### src/rtl/ddr2_guard_pkg.sv
package ddr2_guard_pkg;
  typedef enum logic [2:0] {
    CMD_NONE = 3'd0,
    CMD_ACT  = 3'd1,
    CMD_RD   = 3'd2,
    CMD_WR   = 3'd3,
    CMD_PRE  = 3'd4
  } cmd_e;

  typedef enum logic [2:0] {
    VC_NONE = 3'd0,
    VC_OPEN = 3'd1,
    VC_RC   = 3'd2,
    VC_RP   = 3'd3,
    VC_RRD  = 3'd4,
    VC_IDLE = 3'd5,
    VC_RCD  = 3'd6,
    VC_RAS  = 3'd7
  } viol_e;
endpackage

### src/rtl/ddr2_cmd_decode.sv
module ddr2_cmd_decode
  import ddr2_guard_pkg::*;
(
  input  logic cs_n_i,
  input  logic ras_n_i,
  input  logic cas_n_i,
  input  logic we_n_i,
  input  logic pre_all_sel_i,
  output cmd_e cmd_o,
  output logic pre_all_o
);
  always_comb begin
    cmd_o = CMD_NONE;
    if (!cs_n_i) begin
      case ({ras_n_i, cas_n_i, we_n_i})
        3'b011:  cmd_o = CMD_ACT;
        3'b101:  cmd_o = CMD_RD;
        3'b100:  cmd_o = CMD_WR;
        3'b010:  cmd_o = CMD_PRE;
        default: cmd_o = CMD_NONE;
      endcase
    end
  end

  assign pre_all_o = (cmd_o == CMD_PRE) && pre_all_sel_i;
endmodule

### src/rtl/ddr2_sat_cnt.sv
module ddr2_sat_cnt #(
  parameter int CNT_W = 6
) (
  input  logic             clk_i,
  input  logic             rst_ni,
  input  logic             clr_i,
  output logic [CNT_W-1:0] cnt_o
);
  localparam logic [CNT_W-1:0] SAT = '1;
  localparam logic [CNT_W-1:0] ONE = CNT_W'(1);

  // reset value is the saturated count: the limit reads as already met
  always_ff @(posedge clk_i or negedge rst_ni) begin
    if (!rst_ni)          cnt_o <= SAT;
    else if (clr_i)       cnt_o <= ONE;
    else if (cnt_o != SAT) cnt_o <= cnt_o + ONE;
  end
endmodule

### src/rtl/ddr2_bank_track.sv
module ddr2_bank_track #(
  parameter int CNT_W = 6
) (
  input  logic             clk_i,
  input  logic             rst_ni,
  input  logic             act_i,
  input  logic             pre_i,
  input  logic             pre_all_i,
  output logic             active_o,
  output logic             pall_o,
  output logic [CNT_W-1:0] since_act_o,
  output logic [CNT_W-1:0] since_pre_o
);
  always_ff @(posedge clk_i or negedge rst_ni) begin
    if (!rst_ni) begin
      active_o <= 1'b0;
      pall_o   <= 1'b0;
    end else if (act_i) begin
      active_o <= 1'b1;
    end else if (pre_i) begin
      active_o <= 1'b0;
      pall_o   <= pre_all_i;
    end
  end

  ddr2_sat_cnt #(.CNT_W(CNT_W)) i_act_cnt (
    .clk_i  (clk_i),
    .rst_ni (rst_ni),
    .clr_i  (act_i),
    .cnt_o  (since_act_o)
  );

  ddr2_sat_cnt #(.CNT_W(CNT_W)) i_pre_cnt (
    .clk_i  (clk_i),
    .rst_ni (rst_ni),
    .clr_i  (pre_i),
    .cnt_o  (since_pre_o)
  );
endmodule

### src/rtl/ddr2_rule_check.sv
module ddr2_rule_check
  import ddr2_guard_pkg::*;
#(
  parameter int NUM_BANKS  = 8,
  parameter int CNT_W      = 6,
  parameter int AL_W       = 3,
  parameter bit PALL_EXTRA = 1'b1,
  localparam int BA_W      = $clog2(NUM_BANKS)
) (
  input  cmd_e                            cmd_i,
  input  logic [BA_W-1:0]                 bank_i,
  input  logic                            pre_all_i,
  input  logic [NUM_BANKS-1:0]            active_i,
  input  logic [NUM_BANKS-1:0]            pall_i,
  input  logic [NUM_BANKS-1:0][CNT_W-1:0] since_act_i,
  input  logic [NUM_BANKS-1:0][CNT_W-1:0] since_pre_i,
  input  logic [CNT_W-1:0]                since_any_act_i,
  input  logic [CNT_W-1:0]                t_rcd_i,
  input  logic [CNT_W-1:0]                t_ras_i,
  input  logic [CNT_W-1:0]                t_rp_i,
  input  logic [CNT_W-1:0]                t_rc_i,
  input  logic [CNT_W-1:0]                t_rrd_i,
  input  logic [AL_W-1:0]                 al_i,
  output logic                            ok_o,
  output logic                            viol_o,
  output logic [BA_W-1:0]                 viol_bank_o,
  output viol_e                           viol_code_o
);
  logic             pall_add;
  logic [CNT_W:0]   rcd_sum;
  logic [CNT_W:0]   rp_need;
  logic             ras_hit;
  logic [BA_W-1:0]  ras_bank;
  logic             checked;

  // one extra recovery clock after precharge-all on the eight-bank variant
  if (PALL_EXTRA) begin : g_pall_extra
    assign pall_add = pall_i[bank_i];
  end else begin : g_pall_plain
    assign pall_add = 1'b0;
  end

  assign rcd_sum = {1'b0, since_act_i[bank_i]} + (CNT_W+1)'(al_i);
  assign rp_need = {1'b0, t_rp_i} + (CNT_W+1)'(pall_add);

  // descending scan so the lowest young bank wins
  always_comb begin
    ras_hit  = 1'b0;
    ras_bank = '0;
    for (int b = NUM_BANKS - 1; b >= 0; b--) begin
      if (active_i[b] && (since_act_i[b] < t_ras_i)) begin
        ras_hit  = 1'b1;
        ras_bank = BA_W'(b);
      end
    end
  end

  always_comb begin
    viol_code_o = VC_NONE;
    viol_bank_o = bank_i;
    checked     = 1'b0;
    case (cmd_i)
      CMD_ACT: begin
        checked = 1'b1;
        if (active_i[bank_i])                               viol_code_o = VC_OPEN;
        else if (since_act_i[bank_i] < t_rc_i)              viol_code_o = VC_RC;
        else if ({1'b0, since_pre_i[bank_i]} < rp_need)     viol_code_o = VC_RP;
        else if (since_any_act_i < t_rrd_i)                 viol_code_o = VC_RRD;
      end
      CMD_RD, CMD_WR: begin
        checked = 1'b1;
        if (!active_i[bank_i])                viol_code_o = VC_IDLE;
        else if (rcd_sum < {1'b0, t_rcd_i})   viol_code_o = VC_RCD;
      end
      CMD_PRE: begin
        checked = 1'b1;
        if (pre_all_i) begin
          if (ras_hit) begin
            viol_code_o = VC_RAS;
            viol_bank_o = ras_bank;
          end
        end else if (active_i[bank_i] && (since_act_i[bank_i] < t_ras_i)) begin
          viol_code_o = VC_RAS;
        end
      end
      default: checked = 1'b0;
    endcase
  end

  assign viol_o = checked && (viol_code_o != VC_NONE);
  assign ok_o   = checked && (viol_code_o == VC_NONE);
endmodule

### src/rtl/ddr2_bank_guard.sv
module ddr2_bank_guard
  import ddr2_guard_pkg::*;
#(
  parameter int NUM_BANKS = 8,
  parameter int CNT_W     = 6,
  localparam int BA_W     = $clog2(NUM_BANKS),
  localparam int AL_W     = 3
) (
  input  logic             clk_i,
  input  logic             rst_ni,
  input  logic             cs_n_i,
  input  logic             ras_n_i,
  input  logic             cas_n_i,
  input  logic             we_n_i,
  input  logic [BA_W-1:0]  ba_i,
  input  logic             pre_all_sel_i,
  input  logic [CNT_W-1:0] t_rcd_i,
  input  logic [CNT_W-1:0] t_ras_i,
  input  logic [CNT_W-1:0] t_rp_i,
  input  logic [CNT_W-1:0] t_rc_i,
  input  logic [CNT_W-1:0] t_rrd_i,
  input  logic [AL_W-1:0]  al_i,
  output logic             cmd_ok_o,
  output logic             viol_o,
  output logic [BA_W-1:0]  viol_bank_o,
  output logic [2:0]       viol_code_o
);
  localparam bit PALL_EXTRA = (NUM_BANKS == 8);

  cmd_e                            cmd;
  logic                            pre_all;
  logic [NUM_BANKS-1:0]            act_hit;
  logic [NUM_BANKS-1:0]            pre_hit;
  logic [NUM_BANKS-1:0]            active;
  logic [NUM_BANKS-1:0]            pall;
  logic [NUM_BANKS-1:0][CNT_W-1:0] since_act;
  logic [NUM_BANKS-1:0][CNT_W-1:0] since_pre;
  logic [CNT_W-1:0]                since_any_act;
  viol_e                           code;

  ddr2_cmd_decode i_decode (
    .cs_n_i        (cs_n_i),
    .ras_n_i       (ras_n_i),
    .cas_n_i       (cas_n_i),
    .we_n_i        (we_n_i),
    .pre_all_sel_i (pre_all_sel_i),
    .cmd_o         (cmd),
    .pre_all_o     (pre_all)
  );

  for (genvar b = 0; b < NUM_BANKS; b++) begin : g_bank
    assign act_hit[b] = (cmd == CMD_ACT) && (ba_i == BA_W'(b));
    assign pre_hit[b] = (cmd == CMD_PRE) && (pre_all || (ba_i == BA_W'(b)));

    ddr2_bank_track #(.CNT_W(CNT_W)) i_track (
      .clk_i       (clk_i),
      .rst_ni      (rst_ni),
      .act_i       (act_hit[b]),
      .pre_i       (pre_hit[b]),
      .pre_all_i   (pre_all),
      .active_o    (active[b]),
      .pall_o      (pall[b]),
      .since_act_o (since_act[b]),
      .since_pre_o (since_pre[b])
    );
  end

  ddr2_sat_cnt #(.CNT_W(CNT_W)) i_any_act_cnt (
    .clk_i  (clk_i),
    .rst_ni (rst_ni),
    .clr_i  (cmd == CMD_ACT),
    .cnt_o  (since_any_act)
  );

  ddr2_rule_check #(
    .NUM_BANKS  (NUM_BANKS),
    .CNT_W      (CNT_W),
    .AL_W       (AL_W),
    .PALL_EXTRA (PALL_EXTRA)
  ) i_rules (
    .cmd_i           (cmd),
    .bank_i          (ba_i),
    .pre_all_i       (pre_all),
    .active_i        (active),
    .pall_i          (pall),
    .since_act_i     (since_act),
    .since_pre_i     (since_pre),
    .since_any_act_i (since_any_act),
    .t_rcd_i         (t_rcd_i),
    .t_ras_i         (t_ras_i),
    .t_rp_i          (t_rp_i),
    .t_rc_i          (t_rc_i),
    .t_rrd_i         (t_rrd_i),
    .al_i            (al_i),
    .ok_o            (cmd_ok_o),
    .viol_o          (viol_o),
    .viol_bank_o     (viol_bank_o),
    .viol_code_o     (code)
  );

  assign viol_code_o = code;
endmodule

### config.mk
export PLATFORM = sky130hd
export DESIGN_NAME = ddr2_bank_guard
export DESIGN_NICKNAME = d
export VERILOG_FILES = /design/src/rtl/ddr2_guard_pkg.sv /design/src/rtl/ddr2_cmd_decode.sv /design/src/rtl/ddr2_sat_cnt.sv /design/src/rtl/ddr2_bank_track.sv /design/src/rtl/ddr2_rule_check.sv /design/src/rtl/ddr2_bank_guard.sv
export SDC_FILE = /design/constraint.sdc
export NUM_CORES = 1
export LEC_CHECK = 0
export CAP_MARGIN = 25
export CORE_UTILIZATION = 25
export CTS_BUF_LIST = sky130_fd_sc_hd__clkbuf_4 sky130_fd_sc_hd__clkbuf_8
export DETAILED_ROUTE_END_ITERATION = 12
export PLACE_DENSITY = 0.5
export SLEW_MARGIN = 10
export SYNTH_ARGS = -nofsm -noshare
export SYNTH_HDL_FRONTEND = slang
export SYNTH_SLANG_ARGS = --single-unit
### constraint.sdc
create_clock -name clk_i -period 4.16 [get_ports clk_i]
set_input_delay 0.416 -clock clk_i [delete_from_list [all_inputs] [get_ports clk_i]]
set_output_delay 0.416 -clock clk_i [all_outputs]
set_load 0.05 [all_outputs]
==> results of run 1 <==
## worst max-delay path, delay by kind of cell, from the launching register on
| family | cells | cell delay [ns] |
|---|---|---|
| flops | 1 | 0.39 |
| buf+inv | 1 | 0.17 |
| xor+xnor | 1 | 0.13 |
| fa+ha+maj | 3 | 0.81 |
| simple gates | 2 | 0.14 |
| compound gates | 6 | 1.13 |
| mux | 2 | 0.77 |
## stage by stage
stage / TNS [ns] / hold WS (ns) / cells / util / setup slack [ns]
2_1_floorplan: -0.396 / 0.120 / 893 / - / -0.183
3_3_place_gp: -0.743 / 0.465 / 1403 / 0.298 / -0.248
3_5_place_dp: -1.02 / 0.463 / 1403 / 0.298 / -0.299
4_1_cts: -0.845 / 0.125 / 1444 / 0.314 / -0.250
5_1_grt: -1.74 / 0.165 / 1445 / 0.314 / -0.437
6_report: -0.869 / 0.110 / 1445 / 0.314 / -0.278
## layout by cell type (no fill, tap or decap), types with 33 or more instances in the layout
| cell | synthesis | routed |
|---|---|---|
| nor2_1 | 147 | 147 |
| ha_1 | 87 | 84 |
| and3_1 | 36 | 36 |
| a21oi_1 | 35 | 34 |
| nand3_1 | 75 | 75 |
| clkdlybuf4s50_1 | 0 | 38 |
| buf_4 | 2 | 47 |
| o21ai_0 | 71 | 71 |
| dfstp_2 | 102 | 102 |
| inv_1 | 33 | 33 |
| nand2_1 | 50 | 50 |
## area by class of cell
cell class              count  area share
clock buffers              17      0.0226
clock inverters            15      0.0211
inverters                  34      0.0124
multi-input cells         723       0.506
flip-flops and latches    118       0.298
well taps                 442      0.0535
repair buffers             96      0.0866
## registers in the layout (all words and copies together), names as in the netlist
register / count
g_bank.i_track.active_o: 8
g_bank.i_track.pall_o: 8
g_bank.i_track.i_pre_cnt.cnt_o: 48
g_bank.i_track.i_act_cnt.cnt_o: 48
i_any_act_cnt.cnt_o: 6
## cells in the mapped netlist (2+ instances only)
| master | number |
|---|---|
| nor2_1 | 147 |
| dfstp_2 | 102 |
| ha_1 | 87 |
| nand3_1 | 75 |
| o21ai_0 | 71 |
| nand2_1 | 50 |
| and3_1 | 36 |
| a21oi_1 | 35 |
| inv_1 | 33 |
| a31oi_1 | 25 |
| nor3_1 | 23 |
| mux2i_1 | 21 |
| xnor2_1 | 20 |
| a211oi_1 | 19 |
| mux4_2 | 19 |
| dfrtp_1 | 16 |
| nor2b_1 | 15 |
| nand2b_1 | 12 |
| clkbuf_1 | 9 |
| mux2_2 | 9 |
| mux4_1 | 8 |
| a21o_1 | 7 |
| a41oi_1 | 6 |
| xor2_1 | 5 |
| buf_2 | 4 |
| nor3b_1 | 3 |
| o31ai_1 | 3 |
| a41o_1 | 2 |
| and2_1 | 2 |
| and4_1 | 2 |
| buf_1 | 2 |
| buf_4 | 2 |
| nor4_1 | 2 |
| o211ai_1 | 2 |
| or3_1 | 2 |
## power by group
group	total [W]	internal (W)	switching, W
clock	0.00124	0.000668	0.000572
sequential	0.00287	0.00209	0.000780
combinational	0.00313	0.00158	0.00154
total	0.00723	0.00434	0.00289
## routing by layer
metal | up-vias | part of all wire | track usage | wire (µm)
met5 | - | 0.00055 | 0 | 13
li1 | 3476 | - | - | -
met3 | 24 | 0.034 | 0.0256 | 800
met1 | 3454 | 0.50 | 0.198 | 11800
met4 | 2 | 0.019 | 0.0511 | 445
met2 | 98 | 0.45 | 0.228 | 10600
## path summary, 6_finish.rpt
path	startpoint	endpoint	slack, ns	cells past startpoint
max	g_bank[0].i_track.i_act_cnt.cnt_o[0]	cmd_ok_o	-0.28	15
min	rst_ni	g_bank[6].i_track.active_o	0.11	1
max reg2reg	g_bank[4].i_track.i_act_cnt.cnt_o[0]	g_bank[4].i_track.i_act_cnt.cnt_o[0]	2.44	6
min reg2reg	g_bank[2].i_track.pall_o	g_bank[2].i_track.pall_o	0.48	2
max in group asynchronous	rst_ni	g_bank[4].i_track.i_pre_cnt.cnt_o[1]	3.09	2
min in group clk_i	g_bank[2].i_track.pall_o	g_bank[2].i_track.pall_o	0.48	2
## kinds of logic after synthesis
family,Yosys count,synth area share
simple gates,374,0.208
compound gates,177,0.126
flops,118,0.366
fa+ha+maj,88,0.132
mux,59,0.117
buf+inv,52,0.0255
xor+xnor,25,0.0260
## what timing repair did
item	CTS	global route
buffers inserted	9	1
endpoints found under the setup margin	5	5
gates resized for setup	8	1
hold endpoints to repair	0	0
pin swaps	1	1
==> flow_metrics.env, run 1 <==
export IMPL_nets=1121
export IMPL_required_ns=3.74
export IMPL_multi_input_comb_area_mm2=0.00522
export IMPL_leakage_nw=4.39
export IMPL_path_class="reg -> out"
export IMPL_synth_area_leaders="dfstp_2 (32%), ha_1 (13%), nor2_1 (6.6%)"
export IMPL_clk_pin_slew_ns=0.09
export IMPL_num_fill_cells=3461
export IMPL_slowest_stage="mux4_2"
export IMPL_gp_congestion=0.834
export IMPL_insertion_delay_ns=0.46
export IMPL_hold_viol=0
export IMPL_synth_top_area_cell="dfstp_2"
export IMPL_globalRouteOverflowTotal=0
export IMPL_synth_edff_count=0
export IMPL_finalSetupViolCount=5
export IMPL_fp_dieW_um=186
export IMPL_synth_top_area_share=0.318
export IMPL_drive_above_1_share=0.239
export IMPL_period_needed_ns=4.44
export IMPL_maxCapViolCount=0
export IMPL_numCtsBuffers=17
export IMPL_port_buffers=50
export IMPL_status="complete, but fails checks"
export IMPL_antenna_left=0
export IMPL_dr_pass1_iters=5
export IMPL_peakVddDrop_mv=0.204
export IMPL_cts_tree="built"
export IMPL_worst_slack_ns=-0.278
export IMPL_maxSlewViolCount=0
export IMPL_postCtsHoldBufs=0
export IMPL_rows=66
export IMPL_grt_pass1_vias=6923
export IMPL_core_mm2=0.0329
export IMPL_via_per_inst=4.88
export IMPL_clock_path_buffers=2
export IMPL_max_slew_margin_rel=0.356
export IMPL_routed_wl_mm=23.6
export IMPL_dr_first_iter_drc_count=349
export IMPL_synthDistinctLibCells=52
export IMPL_htreeDepth=4
export IMPL_violations="negative setup slack"
export IMPL_slowest_delay_ns=0.46
export IMPL_antenna_found_initial=1
export IMPL_dieHeight_um=186
export IMPL_grt_use_total=0.145
export IMPL_grt_max_degree=70
export IMPL_crit_fanout=3
export IMPL_area_growth_syn_to_layout_pct=22.7
export IMPL_critPathArrivalTime_ns=4.02
export IMPL_yosys_warnings=0
export IMPL_post_route_drc_count=0
export IMPL_postSynth_asyncResetShare=1.00
export IMPL_cts_num_sinks=118
export IMPL_power_density_mw_per_mm2=700
export IMPL_grt_pass1_wl_mm=38.0
export IMPL_synth_nets=1024
export IMPL_regArea_mm2=0.00308
export IMPL_cts_root_buf="clkbuf_8"
export IMPL_cp_end_kind="output pin"
export IMPL_final_period_utilization=1.07
export IMPL_place_area_mm2=0.00978
export IMPL_initial_utilization=0.256
export IMPL_synth_seq_cells=118
export IMPL_crit_path_frequent_cell="a211oi_2"
export IMPL_fmax_mhz=225
export IMPL_routedWlPerCell_um=16.4
export IMPL_syn_area_per_cell_um2=9.43
export IMPL_syn_instance_count=893
export IMPL_synth_area_mm2=0.00842
export IMPL_ys_seq_area_frac=0.366
export IMPL_p_total_w=0.00723
export IMPL_startpoint_type="register"
export IMPL_grt_setup_unrepaired="yes"
export IMPL_path_cells="mux4_2 -> mux2_4 -> ha_4 -> fa_2 -> a21oi_2 -> nor2_1 -> xnor2_1 -> ha_1 -> nand2_1 -> o31ai_2 -> a211oi_2 -> a211oi_2 -> o211ai_4 -> a211oi_4 -> buf_12"
export IMPL_dr_total_vias=7054
export IMPL_skew_ns=0.0110
export IMPL_hold_path_class="in -> async"
export IMPL_worst_slew_pin_slew_ns=0.966
export IMPL_ios=51
export IMPL_place_hpwl_mm=17.7
export IMPL_antenna_cells=0
export IMPL_synthFlopType="dfstp_2"
export IMPL_design_area_mm2=0.0103
export IMPL_die_area_mm2=0.0344
Note: power is estimated with default switching activity, not from simulation.
==> run 2: changes to the inputs <==
PLACE_DENSITY = 0.49   (was 0.5)
SYNTH_HIERARCHICAL = 1   (was unset)
==> flow_metrics.env, run 2 <==
export IMPL_cts_root_buf="clkbuf_8"
export IMPL_crit_fanout=5
export IMPL_grt_pass1_wl_mm=40.1
export IMPL_finalSetupViolCount=4
export IMPL_synth_nets=1038
export IMPL_synth_top_family_by_area="compound AO/OA/AOI/OAI gates"
export IMPL_peakVddDrop_mv=0.230
export IMPL_postSynth_asyncResetShare=1.00
export IMPL_period_needed_ns=4.49
export IMPL_synth_adder_area_share=0.121
export IMPL_r2r_cells=5
export IMPL_initial_utilization=0.254
export IMPL_clk_pin_slew_ns=0.07
export IMPL_core_mm2=0.0366
export IMPL_grt_setup_unrepaired="yes"
export IMPL_synth_mux_area_frac=0.101
export IMPL_via_per_inst=5.00
export IMPL_drt_met1_wl_mm=12.5
export IMPL_fmax_mhz=223
export IMPL_path_class="in -> out"
export IMPL_grt_max_degree=69
export IMPL_gp_congestion=0.820
export IMPL_dr_pass1_iters=4
export IMPL_antenna_found_initial=1
export IMPL_synthFlopType="dfstp_2"
export IMPL_violations="negative setup slack"
export IMPL_maxSlewViolCount=0
export IMPL_yosys_warnings=6
export IMPL_slowest_delay_ns=0.59
export IMPL_synth_edff_count=0
export IMPL_wl_met3_um=609
export IMPL_dp_cells=1459
export IMPL_maxUsedRoutingLayer="met4"
export IMPL_pre_cts_ws_ns=-0.386
export IMPL_postCtsSetupRepairBufs=0
export IMPL_area_growth_syn_to_layout_pct=21.1
export IMPL_synth_top_area_cell="dfstp_2"
export IMPL_hold_path_class="in -> async"
export IMPL_ys_seq_area_frac=0.331
export IMPL_path_cells="clkdlybuf4s50_1 -> mux4_2 -> mux2_4 -> ha_4 -> fa_2 -> a21oi_2 -> nor2_1 -> xnor2_1 -> ha_1 -> o211ai_1 -> o21ai_2 -> a2111oi_2 -> or3_4 -> a311o_2 -> buf_12"
export IMPL_power_density_mw_per_mm2=688
export IMPL_critPathArrivalTime_ns=4.07
export IMPL_final_util=0.308
export IMPL_synth_top_area_share=0.288
export IMPL_synth_area_leaders="dfstp_2 (29%), ha_1 (12%), mux4_2 (5.8%)"
export IMPL_layout_cells_non_filler=1492
export IMPL_r2r_start="g_bank[6].i_track/i_act_cnt/cnt_o[0]"
export IMPL_postCtsHoldBufs=0
export IMPL_synth_xor_area_frac=0.00754
export IMPL_dieHeight_um=195
export IMPL_worst_slew_pin_slew_ns=0.946
export IMPL_cp_startpoint="ba_i[2]"
export IMPL_required_ns=3.74
export IMPL_syn_instance_count=906
export IMPL_die_area_mm2=0.0380
export IMPL_final_period_utilization=1.08
export IMPL_cp_end_kind="output pin"
export IMPL_max_slew_margin_rel=0.369
export IMPL_globalRouteOverflowTotal=0
export IMPL_synth_seq_cells=118
export IMPL_port_buffers=50
export IMPL_top_regs="g_bank.i_track/i_act_cnt/cnt_o (48), g_bank.i_track/i_pre_cnt/cnt_o (48)"
export IMPL_nets=1142
export IMPL_cts_num_sinks=118
export IMPL_synth_area_mm2=0.00930
export IMPL_synth_most_common_cell="dfstp_2"
export IMPL_synthDistinctLibCells=69
export IMPL_synth_simple_area_share=0.199
export IMPL_skew_ns=0.00932
export IMPL_hold_viol=0
export IMPL_fin_hold_ws_ns=0.128
export IMPL_ios=51
export IMPL_layout_common_cells="dfstp_2 (102), ha_1 (85), nor3_1 (73), a31oi_1 (70), inv_1 (62)"
export IMPL_startpoint_type="input port"
export IMPL_post_route_drc_count=0
export IMPL_met2_length_mm=11.1
export IMPL_slowest_stage="clkdlybuf4s50_1"
export IMPL_dr_total_vias=7458
export IMPL_rows=70
export IMPL_routed_wl_mm=24.7
export IMPL_cp_depth=15
export IMPL_drive_above_1_share=0.332
export IMPL_cp_top_family="compound AO/OA/AOI/OAI gates"
export IMPL_layout_commonest_cell="dfstp_2"
export IMPL_numCtsBuffers=17
export IMPL_num_fill_cells=3810
export IMPL_worst_slack_ns=-0.326
export IMPL_p_total_w=0.00774
export IMPL_status="complete, but fails checks"
export IMPL_r2r_end="g_bank[6].i_track/i_act_cnt/cnt_o[0]"
export IMPL_place_hpwl_mm=18.8
export IMPL_regToRegSetupSlack_ns=2.47
export IMPL_synth_compound_area_frac=0.207
export IMPL_dr_first_iter_drc_count=429
export IMPL_grt_pass1_vias=7169
export IMPL_syn_area_per_cell_um2=10.3
export IMPL_grt_use_total=0.133
export IMPL_insertion_delay_ns=0.45
export IMPL_maxCapViolCount=0
export IMPL_synth_top_cells_by_count="dfstp_2 (102), ha_1 (88), nor3_1 (73)"
export IMPL_htreeDepth=4
export IMPL_cts_tree="built"
export IMPL_antenna_left=0
export IMPL_worst_path_buf_inv=2
export IMPL_routedWlPerCell_um=16.5
export IMPL_fp_dieW_um=195
export IMPL_leakage_nw=4.58
export IMPL_clock_path_buffers=2
==> run 2: worst max-delay path by stage <==
stage | end | slack [ns]
finish | viol_code_o[2] | -0.33
global route | viol_code_o[2] | -0.51
CTS | viol_code_o[2] | -0.37
detailed placement | viol_code_o[2] | -0.39
global placement | viol_code_o[2] | -0.36
floorplan | cmd_ok_o | -0.10
==> run 2: area by class of cell <==
class	count	area (µm²)	area share
multi-input combinational	713	5990	0.532
sequential	118	3080	0.274
timing repair buffer	98	928	0.0825
tap	468	586	0.0520
clock buffer	24	318	0.0282
inverter	62	233	0.0207
clock inverter	8	119	0.0106
antenna	1	2.50	0.000222
==> run 2: logic make-up (layout without fill, tap and decap cells) <==
| group | count (synthesis) | after routing |
|---|---|---|
| adders and majority gates | 89 | 89 |
| buffers and inverters | 75 | 192 |
| and+or+nand+nor | 288 | 288 |
| muxes | 51 | 51 |
| DFF | 118 | 118 |
| xor gates and xnor gates | 8 | 8 |
| other | 0 | 1 |
| AOI/OAI and AO/OA | 277 | 277 |
==> run 2: worst register-to-register path, delay by kind of cell (launching register included) <==
| kind | cells | cell delay, ns |
|---|---|---|
| adder cells (fa/ha/maj) | 1 | 0.28 |
| AND/OR/NAND/NOR | 2 | 0.48 |
| buffers and inverters | 1 | 0.14 |
| flip-flops | 1 | 0.55 |
| AO/OA/AOI/OAI | 1 | 0.18 |
==> run 2: where the power goes <==
part / switching, W / internal [W] / leakage [nW]
clock network: 0.000488 / 0.000683 / 0.230
logic: 0.00172 / 0.00187 / 3.06
registers: 0.000918 / 0.00206 / 1.29
==> run 2: repair_timing <==
action | in CTS | in global routing
setup endpoints to repair | 4 | 5
cloned | 0 | 0
resized for setup | 4 | 4
pin swaps | 6 | 3
==> run 2: metrics by stage <==
step / TNS [ns] / cell area, µm²
2_1_floorplan: -0.104 / 9390
3_3_place_gp: -1.15 / 10800
3_5_place_dp: -1.30 / 10800
4_1_cts: -1.25 / 11200
5_1_grt: -1.84 / 11300
6_report: -1.05 / 11300
==> run 2: layer usage <==
layer  vias up  global-route usage
met5         -                   0
met4         0              0.0525
met3        22              0.0175
met2        94               0.208
met1      3610               0.186
li1       3732                   -
